$ cat config.mk
export PLATFORM = sky130hd
export DESIGN_NAME = gpio_irq_aggregator
export DESIGN_NICKNAME = d
export VERILOG_FILES = /design/src/rtl/gpi_pkg.sv /design/src/rtl/gpi_sync.sv /design/src/rtl/gpi_line.sv /design/src/rtl/gpi_regs.sv /design/src/rtl/gpio_irq_aggregator.sv
export SDC_FILE = /design/constraint.sdc
export NUM_CORES = 1
export LEC_CHECK = 0
export BUFFER_PORTS_ARGS = -buffer_cell sky130_fd_sc_hd__buf_2
export CELL_PAD_IN_SITES_DETAIL_PLACEMENT = 2
export CELL_PAD_IN_SITES_GLOBAL_PLACEMENT = 2
export CORE_ASPECT_RATIO = 1.5
export CORE_MARGIN = 4
export CORE_UTILIZATION = 38
export DETAILED_ROUTE_END_ITERATION = 8
export GPL_TIMING_DRIVEN = 0
export PLACE_DENSITY_LB_ADDON = 0.1
export REMOVE_ABC_BUFFERS = 1
export SYNTH_ARGS = -nofsm -noshare
export SYNTH_HDL_FRONTEND = slang
export SYNTH_SLANG_ARGS = --single-unit
export TNS_END_PERCENT = 20
$ cat constraint.sdc
create_clock -name clk -period 1.9 [get_ports clk]
set_input_delay 0.19 -clock clk [delete_from_list [all_inputs] [get_ports clk]]
set_output_delay 0.19 -clock clk [all_outputs]
set_load 0.02 [all_outputs]
$ cat src/rtl/gpi_pkg.sv
package gpi_pkg;
    // Bank base byte addresses; software relies on these.
    localparam int unsigned BASE_MASK = 32'h00;
    localparam int unsigned BASE_ACK  = 32'h28;
    localparam int unsigned BASE_TYPE = 32'h40;
    localparam int unsigned BASE_STAT = 32'hC0;
    localparam int unsigned REG_STEP  = 4;

    typedef enum logic [2:0] {
        BK_NONE,
        BK_MASK,
        BK_ACK,
        BK_TYPE,
        BK_STAT
    } bank_e;

    function automatic bit bank_hit(input int unsigned a,
                                    input int unsigned base,
                                    input int unsigned nregs);
        return (a >= base) && (a < base + REG_STEP * nregs) && ((a % REG_STEP) == 0);
    endfunction
endpackage

$ cat src/rtl/gpi_sync.sv
module gpi_sync #(
    parameter int W      = 76,
    parameter int STAGES = 2
) (
    input  logic         clk,
    input  logic         rst_n,
    input  logic [W-1:0] d,
    output logic [W-1:0] q
);
    logic [W-1:0] stg [STAGES];

    always_ff @(posedge clk or negedge rst_n) begin
        if (!rst_n) begin
            for (int s = 0; s < STAGES; s++) stg[s] <= '0;
        end else begin
            stg[0] <= d;
            for (int s = 1; s < STAGES; s++) stg[s] <= stg[s-1];
        end
    end

    assign q = stg[STAGES-1];
endmodule

$ cat src/rtl/gpi_line.sv
module gpi_line (
    input  logic clk,
    input  logic rst_n,
    input  logic level,       // synchronized input
    input  logic fall_sel,    // 1: falling edge, 0: rising edge
    input  logic ack,         // write-one-to-clear pulse
    output logic edge_hit,
    output logic pend
);
    logic prev_q;

    always_comb begin
        if (fall_sel) edge_hit = prev_q & ~level;
        else          edge_hit = ~prev_q & level;
    end

    always_ff @(posedge clk or negedge rst_n) begin
        if (!rst_n) begin
            prev_q <= 1'b0;
            pend   <= 1'b0;
        end else begin
            prev_q <= level;
            if (edge_hit)  pend <= 1'b1;   // a new edge beats a clear
            else if (ack)  pend <= 1'b0;
        end
    end
endmodule

$ cat src/rtl/gpi_regs.sv
module gpi_regs
    import gpi_pkg::*;
#(
    parameter int NUM_LINES = 76,
    parameter int DATA_W    = 16,
    parameter int ADDR_W    = 8
) (
    input  logic                 clk,
    input  logic                 rst_n,
    input  logic [ADDR_W-1:0]    addr,
    input  logic                 wr,
    input  logic [DATA_W-1:0]    wdata,
    input  logic                 rd,
    output logic [DATA_W-1:0]    rdata,
    input  logic [NUM_LINES-1:0] pend,
    output logic [NUM_LINES-1:0] mask_o,
    output logic [NUM_LINES-1:0] type_o,
    output logic [NUM_LINES-1:0] ack_o
);
    localparam int NUM_REGS = (NUM_LINES + DATA_W - 1) / DATA_W;
    localparam int PAD      = NUM_REGS * DATA_W;

    function automatic logic [PAD-1:0] live_bits();
        logic [PAD-1:0] v;
        for (int i = 0; i < PAD; i++) v[i] = (i < NUM_LINES);
        return v;
    endfunction

    localparam logic [PAD-1:0] LIVE = live_bits();

    logic [PAD-1:0] mask_q, type_q, stat_v;
    bank_e          bank;
    int unsigned    a_int, idx;

    always_comb begin
        a_int = int'(addr);
        bank  = BK_NONE;
        idx   = 0;
        if (bank_hit(a_int, BASE_MASK, NUM_REGS)) begin
            bank = BK_MASK; idx = (a_int - BASE_MASK) / REG_STEP;
        end else if (bank_hit(a_int, BASE_ACK, NUM_REGS)) begin
            bank = BK_ACK;  idx = (a_int - BASE_ACK) / REG_STEP;
        end else if (bank_hit(a_int, BASE_TYPE, NUM_REGS)) begin
            bank = BK_TYPE; idx = (a_int - BASE_TYPE) / REG_STEP;
        end else if (bank_hit(a_int, BASE_STAT, NUM_REGS)) begin
            bank = BK_STAT; idx = (a_int - BASE_STAT) / REG_STEP;
        end
    end

    always_ff @(posedge clk or negedge rst_n) begin
        if (!rst_n) begin
            mask_q <= LIVE;
            type_q <= '0;
        end else if (wr) begin
            for (int r = 0; r < NUM_REGS; r++) begin
                if (idx == r && bank == BK_MASK)
                    mask_q[r*DATA_W +: DATA_W] <= wdata & LIVE[r*DATA_W +: DATA_W];
                if (idx == r && bank == BK_TYPE)
                    type_q[r*DATA_W +: DATA_W] <= wdata & LIVE[r*DATA_W +: DATA_W];
            end
        end
    end

    genvar gi;
    generate
        for (gi = 0; gi < NUM_LINES; gi++) begin : g_ack
            assign ack_o[gi] = wr && (bank == BK_ACK) && (idx == gi / DATA_W)
                               && wdata[gi % DATA_W];
        end
    endgenerate

    always_comb begin
        stat_v = '0;
        stat_v[NUM_LINES-1:0] = pend & ~mask_q[NUM_LINES-1:0];
    end

    always_ff @(posedge clk or negedge rst_n) begin
        if (!rst_n) begin
            rdata <= '0;
        end else if (rd) begin
            unique case (bank)
                BK_MASK: rdata <= mask_q[idx*DATA_W +: DATA_W];
                BK_TYPE: rdata <= type_q[idx*DATA_W +: DATA_W];
                BK_STAT: rdata <= stat_v[idx*DATA_W +: DATA_W];
                BK_ACK:  rdata <= '0;
                BK_NONE: rdata <= '0;
                default: rdata <= '0;
            endcase
        end
    end

    assign mask_o = mask_q[NUM_LINES-1:0];
    assign type_o = type_q[NUM_LINES-1:0];
endmodule

$ cat src/rtl/gpio_irq_aggregator.sv
module gpio_irq_aggregator #(
    parameter int NUM_LINES   = 76,
    parameter int DATA_W      = 16,
    parameter int ADDR_W      = 8,
    parameter int SYNC_STAGES = 2
) (
    input  logic                 clk,
    input  logic                 rst_n,
    input  logic [NUM_LINES-1:0] irq_in,
    input  logic [ADDR_W-1:0]    reg_addr,
    input  logic                 reg_wr,
    input  logic [DATA_W-1:0]    reg_wdata,
    input  logic                 reg_rd,
    output logic [DATA_W-1:0]    reg_rdata,
    output logic                 irq_out
);
    logic [NUM_LINES-1:0] lvl, pend, edge_hit, ack_hit, mask_v, type_v;

    gpi_sync #(.W(NUM_LINES), .STAGES(SYNC_STAGES)) u_sync (
        .clk   (clk),
        .rst_n (rst_n),
        .d     (irq_in),
        .q     (lvl)
    );

    genvar li;
    generate
        for (li = 0; li < NUM_LINES; li++) begin : g_line
            gpi_line u_line (
                .clk      (clk),
                .rst_n    (rst_n),
                .level    (lvl[li]),
                .fall_sel (type_v[li]),
                .ack      (ack_hit[li]),
                .edge_hit (edge_hit[li]),
                .pend     (pend[li])
            );
        end
    endgenerate

    gpi_regs #(.NUM_LINES(NUM_LINES), .DATA_W(DATA_W), .ADDR_W(ADDR_W)) u_regs (
        .clk    (clk),
        .rst_n  (rst_n),
        .addr   (reg_addr),
        .wr     (reg_wr),
        .wdata  (reg_wdata),
        .rd     (reg_rd),
        .rdata  (reg_rdata),
        .pend   (pend),
        .mask_o (mask_v),
        .type_o (type_v),
        .ack_o  (ack_hit)
    );

    assign irq_out = |(pend & ~mask_v);
endmodule

==> flow_results.org <==
** STA
- Worst hold margin :: around 0.025 ns
- Headroom to the max-slew limit came out at between 40% and 50%.
- After routing, the total negative slack on setup checks comes to -211.24 ns.
- The number of slew-limit violations in the final report was 0.
- Tmin final :: between 3 and 4 ns
- Setup repair after global routing could not meet its margin everywhere.
- Across the routed clock network, the largest skew measured is 0.0170 ns.
- Once routing completed, OpenROAD measured the worst setup slack at -1.24 ns.
- The final critical path takes up 165% of the cycle.
- The total count of hold-check failures in the final report was 0.
- Setup violations remaining at the end of the flow were counted as 245.
- Based on the critical path, the design can be clocked at up to approximately 320 MHz.
- At the pin with the least slew margin, the transition time is about 0.8 ns.

** Finish
- Fraction of layout cells with a size suffix above 1 :: about a third
- Summing all non-filler instances in the final layout gives an area of roughly 25000 um2.
- Fill cells in the final layout number between 4000 and 5000.
- Footprint of the multi-input gates :: roughly 7600 um2
- Sequential cell area :: 11900 um2
- Layout Area Growth over Synthesis :: 32.5%
- Number of nets in the layout :: between 1500 and 2000

** Synth
- For this run, asynchronously set or reset flops after synthesis account for between 90% and 100%.
- In this run the mean area of a mapped cell was ~12 um2.
- Post-synthesis instance area :: about 19000 um2
- Leading cell types by total area after synthesis :: dfrtp_1, dfstp_2, mux2_2
- Total number of yosys warnings :: 0
- Area share of the leading cell type in the synthesized netlist :: a little over half
- Synthesis instantiated 62 different standard cells from the library.
- After synthesis, flip-flops and latches occupy 62.5% of the total area.
- Post-synth EDFFs :: 0
- Gate Count Post-Synth :: 1569
- Library cell occupying the most area in the post-synthesis netlist :: dfrtp_1
- The synthesized design contains about 470 register bits.
- Primary FF master, synth :: dfrtp_1

** Routing
- Dividing the detail-routed via count by the number of cells gives roughly 5.7.
- The detailed router placed ~15000 vias in this run.
- After detailed routing, the average wire length per cell comes to just under 30 um.
- The count of nets left with antenna violations once routing finished came out at 0.
- Total wirelength of the detailed-routed design :: 75300 um
- DRC :: 0
- The pre-antenna-repair detailed-routing pass consisted of 5 iterations.
- In this run, the number of DRC markers left after iteration 0 of detailed routing was 800.

** Floorplanning
- I/O pin cnt :: about 120
- Y dimension of the die :: between 200 and 300 um
- The die covers around 54000 um2.
- From left edge to right edge, the die measures around 190 um.
- Number of standard-cell rows in the floorplan :: 100
- Starting Density :: 38.3%
- Core region area :: just under 50000 um2

** Global routing
- First-pass GRT wire length :: between 100000 and 150000 um
- The via count of the first global-routing pass came to 16700.
- The total overflow left after global routing is 0.
- Number of antenna violations at the first check in global routing :: 2
- Entering global routing, the biggest net connects between 100 and 150 pins.
- Global routing used roughly a quarter of the available tracks.

** Pwr
- Total Power :: approximately 23 mW
- Reported leakage power :: 10.6 nW
- Power spread over the standard cell area amounts to between 900 and 1000 nW/um2.
- Maximum vdd ir drop :: about 0.00065 V

** Setup path
- For the worst setup path, the data arrival time is between 2 and 3 ns.
- Kind of start point of the critical path :: flip-flop
- The setup path with the least slack is of type reg2out.
- For the worst setup path, the data required time is ~1.7 ns.
- Top fanout value on the critical path :: 3
- Kind of end point of the critical path :: primary output

** Clock network
- Number of levels the H-tree was split into :: 2
- Clock tree synthesis inserted a total of between 40 and 50 buffers.
- For this design, the sink count on the clock tree is around 470.
- TritonCTS built the clock tree.
- No sink is reached through more buffers than the 3 on the longest clock path.
- Clock tree synthesis selected as its root buffer the cell clkbuf_16.
- At the later pin of the worst-skew pair, clock insertion delay measures 0.59 ns.
- Clock-pin transition on the worst setup and hold timing paths :: ~0.060 ns

** Placement
- At the placement stage, the worst setup path has a slack of -3.06 ns.
- In this run the tool buffered the top-level ports with 120 buffer cells.
- The HPWL after detailed placement is ~43000 um.
- Post-placement cell area :: between 20000 and 25000 um2
- Final Wtd Congestion :: 0.803

** Run status
- Failing checks :: negative setup slack
- Result of the run :: finished, violations left

** Worst hold path
- Hold crit path type :: in2reg

** Flow run
- MaxCap Viol Count :: 0
==> kinds of logic (layout without fill, tap and decap cells) <==
family / count (synthesis) / in the layout / share of synthesized area [%]
AO/OA/AOI/OAI: 332 / 332 / 12.9
adder cells (fa/ha/maj): 5 / 5 / 0.328
buffers and inverters: 114 / 460 / 2.52
flip-flops: 472 / 472 / 62.5
multiplexers: 152 / 152 / 9.58
other: 0 / 1 / 0
AND/OR/NAND/NOR: 494 / 496 / 12.1
==> worst paths after layout <==
path,from,slack (ns),cells after the start,end
worst max-delay path,u_regs.mask_q[53],-1.24,7,irq_out
worst min-delay path,reg_wdata[12],0.03,3,g_line[12].u_line.pend
worst max register to register,u_regs.mask_q[46],0.07,5,u_regs.rdata[14]
worst min register to register,u_sync.stg[132],0.34,0,u_sync.q[56]
max in group asynchronous,rst_n,0.33,4,u_sync.q[27]
min in group asynchronous,rst_n,0.17,2,u_sync.stg[121]
==> layer usage <==
| metal | wire (um) | vias up | track usage (%) |
|---|---|---|---|
| li1 | - | 6202 | - |
| met1 | 28900 | 7812 | 31.6 |
| met2 | 38500 | 454 | 46.7 |
| met3 | 2920 | 238 | 3.54 |
| met4 | 5010 | 0 | 10.9 |
| met5 | 0 | - | 0 |
==> where the power goes <==
part | total (mW) | switching [mW] | internal (mW)
Clock | 10.1 | 4.20 | 5.86
Sequential | 11.1 | 0.475 | 10.6
Combinational | 2.06 | 1.16 | 0.898
Total | 23.2 | 5.84 | 17.4
==> cell usage after synthesis (3+ instances only) <==
| library cell | n |
|---|---|
| or2_2 | 4 |
| nor2b_1 | 53 |
| a21oi_1 | 83 |
| o221ai_1 | 8 |
| o21ai_0 | 29 |
| nor2_1 | 127 |
| nand4_1 | 13 |
| a32oi_1 | 16 |
| ha_1 | 5 |
| buf_2 | 11 |
| or4_1 | 6 |
| a211oi_1 | 6 |
| buf_1 | 4 |
| a21o_1 | 28 |
| mux2_4 | 30 |
| a221oi_1 | 11 |
| a22o_1 | 8 |
| o22ai_1 | 7 |
| or3_1 | 3 |
| nand2_1 | 225 |
| a221o_1 | 51 |
| dfstp_2 | 76 |
| inv_1 | 42 |
| dfrtp_1 | 396 |
| nand3_1 | 21 |
| a2bb2oi_1 | 6 |
| buf_6 | 5 |
| nor3b_1 | 7 |
| o211ai_1 | 7 |
| a22oi_1 | 29 |
| o2bb2ai_1 | 4 |
| nor4_4 | 5 |
| nand2b_1 | 4 |
| a211o_1 | 13 |
| mux2_2 | 121 |
| a2111oi_0 | 13 |
| clkbuf_1 | 51 |
| nor3_1 | 6 |
| nor4_1 | 6 |
==> stage by stage <==
step | utilization (%) | cells
5_1_grt | 50.8 | 2581
4_1_cts | 49.4 | 2546
3_5_place_dp | 42.0 | 2327
6_report | 50.8 | 2581
2_1_floorplan | - | 1498
3_3_place_gp | 40.6 | 2281
==> what timing repair did <==
item | in CTS | in global routing
cloned | 0 | 3
buffers inserted | 55 | 32
hold buffers | 77 | 0
pin swaps | 61 | 59
endpoints found under the setup margin | 245 | 313
hold endpoints to repair | 151 | 0
resized for setup | 172 | 87
==> area by class of cell <==
cell class / instances / share of cell area [%]
Clock inverter: 13 / 0.565
Clock buffer: 74 / 5.98
Tap cell: 663 / 3.29
Antenna cell: 1 / 0.00992
Sequential cell: 472 / 47.2
Inverter: 43 / 0.689
Multi-Input combinational cell: 985 / 30.2
Timing Repair Buffer: 330 / 12.1
==> registers in the layout, summed over array words and instances, names as in the netlist <==
| signal | flops |
|---|---|
| u_regs.mask_q | 76 |
| u_regs.rdata | 16 |
| u_regs.type_q | 76 |
| u_sync.stg | 76 |
| g_line.u_line.pend | 76 |
| u_sync.q | 76 |
| g_line.u_line.prev_q | 76 |
==> cells in the final DEF (no fill, tap or decap), drive strengths merged, types with 16 or more instances in the layout <==
cell type / netlist / routed
dfrtp: 396 / 396
buf: 20 / 251
nand2: 225 / 225
mux2: 152 / 152
nor2: 127 / 127
a21oi: 83 / 83
dlygate4sd3: 0 / 77
dfstp: 76 / 76
clkbuf: 51 / 76
nor2b: 53 / 53
a221o: 51 / 51
inv: 42 / 42
a22oi: 29 / 29
o21ai: 29 / 29
a21o: 28 / 28
nand3: 21 / 21
a32oi: 16 / 16
==> worst max-delay path: stages (launching register included) <==
cell,delay [ns]
dfstp_2,0.57
nor2b_4,0.06
a2111oi_4,0.39
o2111ai_2,0.24
nor4_2,0.31
nand4_1,0.16
or4_4,0.48
buf_6,0.16
(Power assumes the default switching activity.)
